--- src/rtl/sru_pkg.sv ---
// Shared encodings for the shift and rotate unit.
// Assumes the select is a 4-bit field with the kind in its low two bits.
package sru_pkg;
    typedef enum logic [1:0] {
        KIND_SLL = 2'd0,
        KIND_SRL = 2'd1,
        KIND_SRA = 2'd2,
        KIND_ROR = 2'd3
    } sru_kind_e;

    typedef enum logic [1:0] {
        FORM_IMM    = 2'd0,
        FORM_IMM_HI = 2'd1,
        FORM_VAR    = 2'd2,
        FORM_NONE   = 2'd3
    } sru_form_e;

    typedef struct packed {
        sru_form_e form;
        sru_kind_e kind;
    } sru_op_t;
endpackage

--- src/rtl/sru_amount_dec.sv ---
// Reduces the three amount forms to one effective amount.
// Assumes IMM_W < AMT_W, so that adding half the width never wraps.
module sru_amount_dec
    import sru_pkg::*;
#(
    parameter int DATA_W = 64,
    parameter int IMM_W  = 5,
    localparam int AMT_W = $clog2(DATA_W)
) (
    input  sru_form_e          form_i,
    input  logic [IMM_W-1:0]   imm_i,
    input  logic [DATA_W-1:0]  amt_reg_i,
    output logic [AMT_W-1:0]   amt_o,
    output logic               valid_o
);
    localparam logic [AMT_W-1:0] HALF = AMT_W'(DATA_W / 2);

    // Select the amount source by form; the truncating cast keeps only the low register bits.
    always_comb begin
        valid_o = 1'b1;
        unique case (form_i)
            FORM_IMM:    amt_o = AMT_W'(imm_i);
            FORM_IMM_HI: amt_o = AMT_W'(imm_i) + HALF;
            FORM_VAR:    amt_o = AMT_W'(amt_reg_i);
            default: begin
                amt_o   = '0;
                valid_o = 1'b0;
            end
        endcase
    end
endmodule

--- src/rtl/sru_rotator.sv ---
// Logarithmic right rotator: one stage per amount bit, stage s rotates by 2**s.
// Assumes DATA_W is a power of two.
module sru_rotator #(
    parameter int DATA_W = 64,
    localparam int AMT_W = $clog2(DATA_W)
) (
    input  logic [DATA_W-1:0] data_i,
    input  logic [AMT_W-1:0]  amt_i,
    output logic [DATA_W-1:0] data_o
);
    logic [AMT_W:0][DATA_W-1:0] stage;

    assign stage[0] = data_i;

    for (genvar s = 0; s < AMT_W; s++) begin : g_stage
        localparam int SH = 1 << s;
        // Rotate right by SH when this amount bit is set.
        assign stage[s+1] = amt_i[s] ? {stage[s][SH-1:0], stage[s][DATA_W-1:SH]}
                                     : stage[s];
    end

    assign data_o = stage[AMT_W];
endmodule

--- src/rtl/sru_fill_merge.sv ---
// Turns a rotated word into a right shift by replacing the wrapped bits with fill.
// Assumes the rotated word came from the same amount; wrap_i keeps rotation intact.
module sru_fill_merge #(
    parameter int DATA_W = 64,
    localparam int AMT_W = $clog2(DATA_W)
) (
    input  logic [DATA_W-1:0] rot_i,
    input  logic [AMT_W-1:0]  amt_i,
    input  logic              sign_i,
    input  logic              arith_i,
    input  logic              wrap_i,
    output logic [DATA_W-1:0] data_o
);
    logic [DATA_W-1:0] keep;
    logic [DATA_W-1:0] fill;

    // Build a mask of surviving low bits and the fill pattern for the vacated top.
    always_comb begin
        keep = {DATA_W{1'b1}} >> amt_i;
        fill = {DATA_W{arith_i & sign_i}};
    end

    // Merge rotated data with fill unless a plain rotation is wanted.
    always_comb begin
        if (wrap_i) data_o = rot_i;
        else        data_o = (rot_i & keep) | (fill & ~keep);
    end
endmodule

--- src/rtl/shift_rotate_unit.sv ---
// Combinational 64-bit shifter with left, logical right, arithmetic right and rotate right.
// Left shifts reuse the right path through bit reversal. Assumes DATA_W is a power of two.
module shift_rotate_unit
    import sru_pkg::*;
#(
    parameter int DATA_W = 64,
    parameter int IMM_W  = 5,
    localparam int AMT_W = $clog2(DATA_W)
) (
    input  logic [DATA_W-1:0] operand,
    input  logic [IMM_W-1:0]  imm_amt,
    input  logic [DATA_W-1:0] amt_reg,
    input  logic [3:0]        op_sel,
    output logic [DATA_W-1:0] result
);
    sru_op_t            op_s;
    logic [AMT_W-1:0]   amt;
    logic               valid;
    logic               is_left;
    logic [DATA_W-1:0]  rev_in;
    logic [DATA_W-1:0]  src;
    logic [DATA_W-1:0]  rot;
    logic [DATA_W-1:0]  merged;
    logic [DATA_W-1:0]  rev_out;

    assign op_s    = sru_op_t'(op_sel);
    assign is_left = (op_s.kind == KIND_SLL);

    sru_amount_dec #(.DATA_W(DATA_W), .IMM_W(IMM_W)) u_dec (
        .form_i    (op_s.form),
        .imm_i     (imm_amt),
        .amt_reg_i (amt_reg),
        .amt_o     (amt),
        .valid_o   (valid)
    );

    for (genvar i = 0; i < DATA_W; i++) begin : g_rev
        assign rev_in[i]  = operand[DATA_W-1-i];
        assign rev_out[i] = merged[DATA_W-1-i];
    end

    // Feed the right path with the reversed operand for left shifts.
    assign src = is_left ? rev_in : operand;

    sru_rotator #(.DATA_W(DATA_W)) u_rot (
        .data_i (src),
        .amt_i  (amt),
        .data_o (rot)
    );

    sru_fill_merge #(.DATA_W(DATA_W)) u_merge (
        .rot_i   (rot),
        .amt_i   (amt),
        .sign_i  (operand[DATA_W-1]),
        .arith_i (op_s.kind == KIND_SRA),
        .wrap_i  (op_s.kind == KIND_ROR),
        .data_o  (merged)
    );

    // Undo the reversal for left shifts and force zero for the undefined form.
    always_comb begin
        if (!valid)       result = '0;
        else if (is_left) result = rev_out;
        else              result = merged;
    end
endmodule

--- config.mk ---
export PLATFORM = sky130hd
export DESIGN_NAME = shift_rotate_unit
export DESIGN_NICKNAME = d
export VERILOG_FILES = /design/src/rtl/sru_pkg.sv /design/src/rtl/sru_amount_dec.sv /design/src/rtl/sru_rotator.sv /design/src/rtl/sru_fill_merge.sv /design/src/rtl/shift_rotate_unit.sv
export SDC_FILE = /design/constraint.sdc
export NUM_CORES = 1
export LEC_CHECK = 0
export ABC_AREA = 1
export CORE_MARGIN = 4
export CORE_UTILIZATION = 57
export DETAILED_ROUTE_END_ITERATION = 8
export DONT_BUFFER_PORTS = 1
export GPL_TIMING_DRIVEN = 0
export PLACE_DENSITY_LB_ADDON = 0.2
export SLEW_MARGIN = 20
export SYNTH_ARGS = -nofsm -noshare
export SYNTH_HDL_FRONTEND = slang
export SYNTH_SLANG_ARGS = --single-unit
--- constraint.sdc ---
create_clock -name vclk -period 4
set_input_delay 0.4 -clock vclk [all_inputs]
set_output_delay 0.4 -clock vclk [all_outputs]
set_load 0.02 [all_outputs]
==> flow_summary.ini <==
[logic_synthesis]
yosys_warnings = 0
synthCells = 1787
synth_top_area_frac = 0.411
syn_nets = 1924
syn_area_um2 = 8100
yosysUniqueCellTypes = 32
synthTopCellsByCount = nand3_1 (665), nand2_1 (598), nor2_1 (156)
synth.most_common_cell = nand3_1
yosys.area.top_type = nand3_1
synth.area.top_cells = nand3_1 (41%), nand2_1 (28%), nor2_1 (7.2%)
synth_area_per_cell_um2 = 4.53
ys_seq_area_frac = 0

[global_route]
grt_pass1_wl_mm = 71.0
grt_util_all_layers = 0.562
grt_pass1_vias = 12600
grt_overflow = 0
grt_max_degree = 11
antenna_found_initial = 0

[critical_path]
worstPathRequired_ns = 3.60
critPathKind = input port to output port
cp-end-kind = output port
slowest_stage = nor2_1
cp_cell_sequence = nand2_1 > nor2_2 > inv_2 > nor2_1 > nand2_1 > nor2_1 > nand2_1 > nand3_1 > o21ai_1 > nor2_1
crit_path_start_kind = input port
arrival_ns = 3.41
critPathMaxFanout = 10
slowest_delay_ns = 0.58

[die]
start_util = 0.583
fp-row-count = 43
die_area_um2 = 16200
coreArea_um2 = 13900
die_h_um = 127
die_w_um = 127
io_pins = 201

[detailed_routing]
firstDrtPassIters = 9
totalWireLength_mm = 47.8
drc = 111
wire_per_inst_um = 24.3
vias_per_cell = 7.31
drtIter0Drc = 4183
vias = 14400
ant_nets = 0

[job]
cap_violations = 0

[placement]
numPortBuffers = 0
gp_congestion = 1.28
dp_hpwl_mm = 39.0

[timing]
rsz0062_at_grt = no
worst_pin_slew_ns = 0.851
maxSlewViolCount = 0
hold_violations = 0
whs_ns = 1.26
setup_violations = 0
min_period_ns = 3.81
min_period_over_period = 0.953
slew_headroom = 0.432
fmax_mhz = 262
setup_tns_ns = 0

[cells_and_area]
numSequentialCells = 0
fin_nets = 1926
nClkBuffers = 0
diodes = 0
seq_area_um2 = 0
drive_above_1_share = 0.0610
post-route-util = 0.599
syn_to_final_growth_pct = 2.78

[cts]
ctsResizeCount = 0
hold_buffers = 0
post_cts_buffers = 0

[power]
ir_worst_vdd_uv = 168
leakagePower_nw = 4.39
cellPowerDensity_nw_per_um2 = 257

[outcome]
status = finished with violations
violations = design-rule violations

[hold_path]
min_path_type = input port to output port
layout by cell type (no fill, tap or decap), types with 2 or more instances in the layout:
master      n
nand3_1   665
nand2_1   598
nor2_1    156
inv_1      64
o21ai_1    49
buf_2      46
clkbuf_1   33
a21oi_1    32
buf_1      31
o21ai_0    25
nand3b_1   12
inv_2      12
buf_6      11
buf_4       9
o21ai_2     8
nor3_1      5
nand4_1     4
or2_2       4
nor2_4      3
inv_4       3
nand2_4     3
nor2_2      2
or2_1       2
nand2_2     2
worst paths after layout:
| path | start | to | slack, ns | cells after the start |
|---|---|---|---|---|
| max | op_sel[1] | result[60] | 0.19 | 10 |
| min | op_sel[0] | result[58] | 1.26 | 5 |
layer usage:
metal | vias up | global-route usage | routed length [um]
met5 | - | 0 | 0
met4 | 0 | 0.286 | 4230
met3 | 513 | 0.299 | 10100
met2 | 1624 | 0.789 | 17800
met1 | 6252 | 0.693 | 15700
li1 | 5991 | - | -
worst max-delay path, delay by kind of cell:
family | cells | cell delay [ns]
simple gates | 8 | 2.69
buf+inv | 1 | 0.23
compound gates | 1 | 0.09
cells by family (layout without fill, tap and decap cells):
kind of cell | after synthesis | in the layout | synth area share
buffers and inverters | 209 | 209 | 0.119
AND/OR/NAND/NOR | 1458 | 1458 | 0.797
AO/OA/AOI/OAI | 120 | 120 | 0.0836
metrics by stage:
stage | cell area (um^2) | worst slack, ns | total power [mW] | instances
after global routing | 8320 | 0.423 | 2.22 | 1967
final | 8320 | 0.189 | 2.13 | 1967
after floorplan | 8100 | 1.53 | 1.42 | 1787
after CTS | 8320 | 0.763 | 1.96 | 1967
after detailed placement | 8320 | 0.780 | 1.95 | 1967
after global placement | 8320 | 0.734 | 1.94 | 1967
final cells by class:
type | instances | area, um^2
Buffer | 130 | 662
Inverter | 79 | 304
Fill cell | 1570 | 5560
Tap cell | 180 | 225
Multi-Input combinational cell | 1578 | 7130
power breakdown:
part	internal, mW	leakage, nW	switching [mW]	total [mW]
registers	0	0	0	0
logic	0.530	4.39	1.60	2.13
clock network	0	0	0	0
Power figures use the tool's default switching activity.
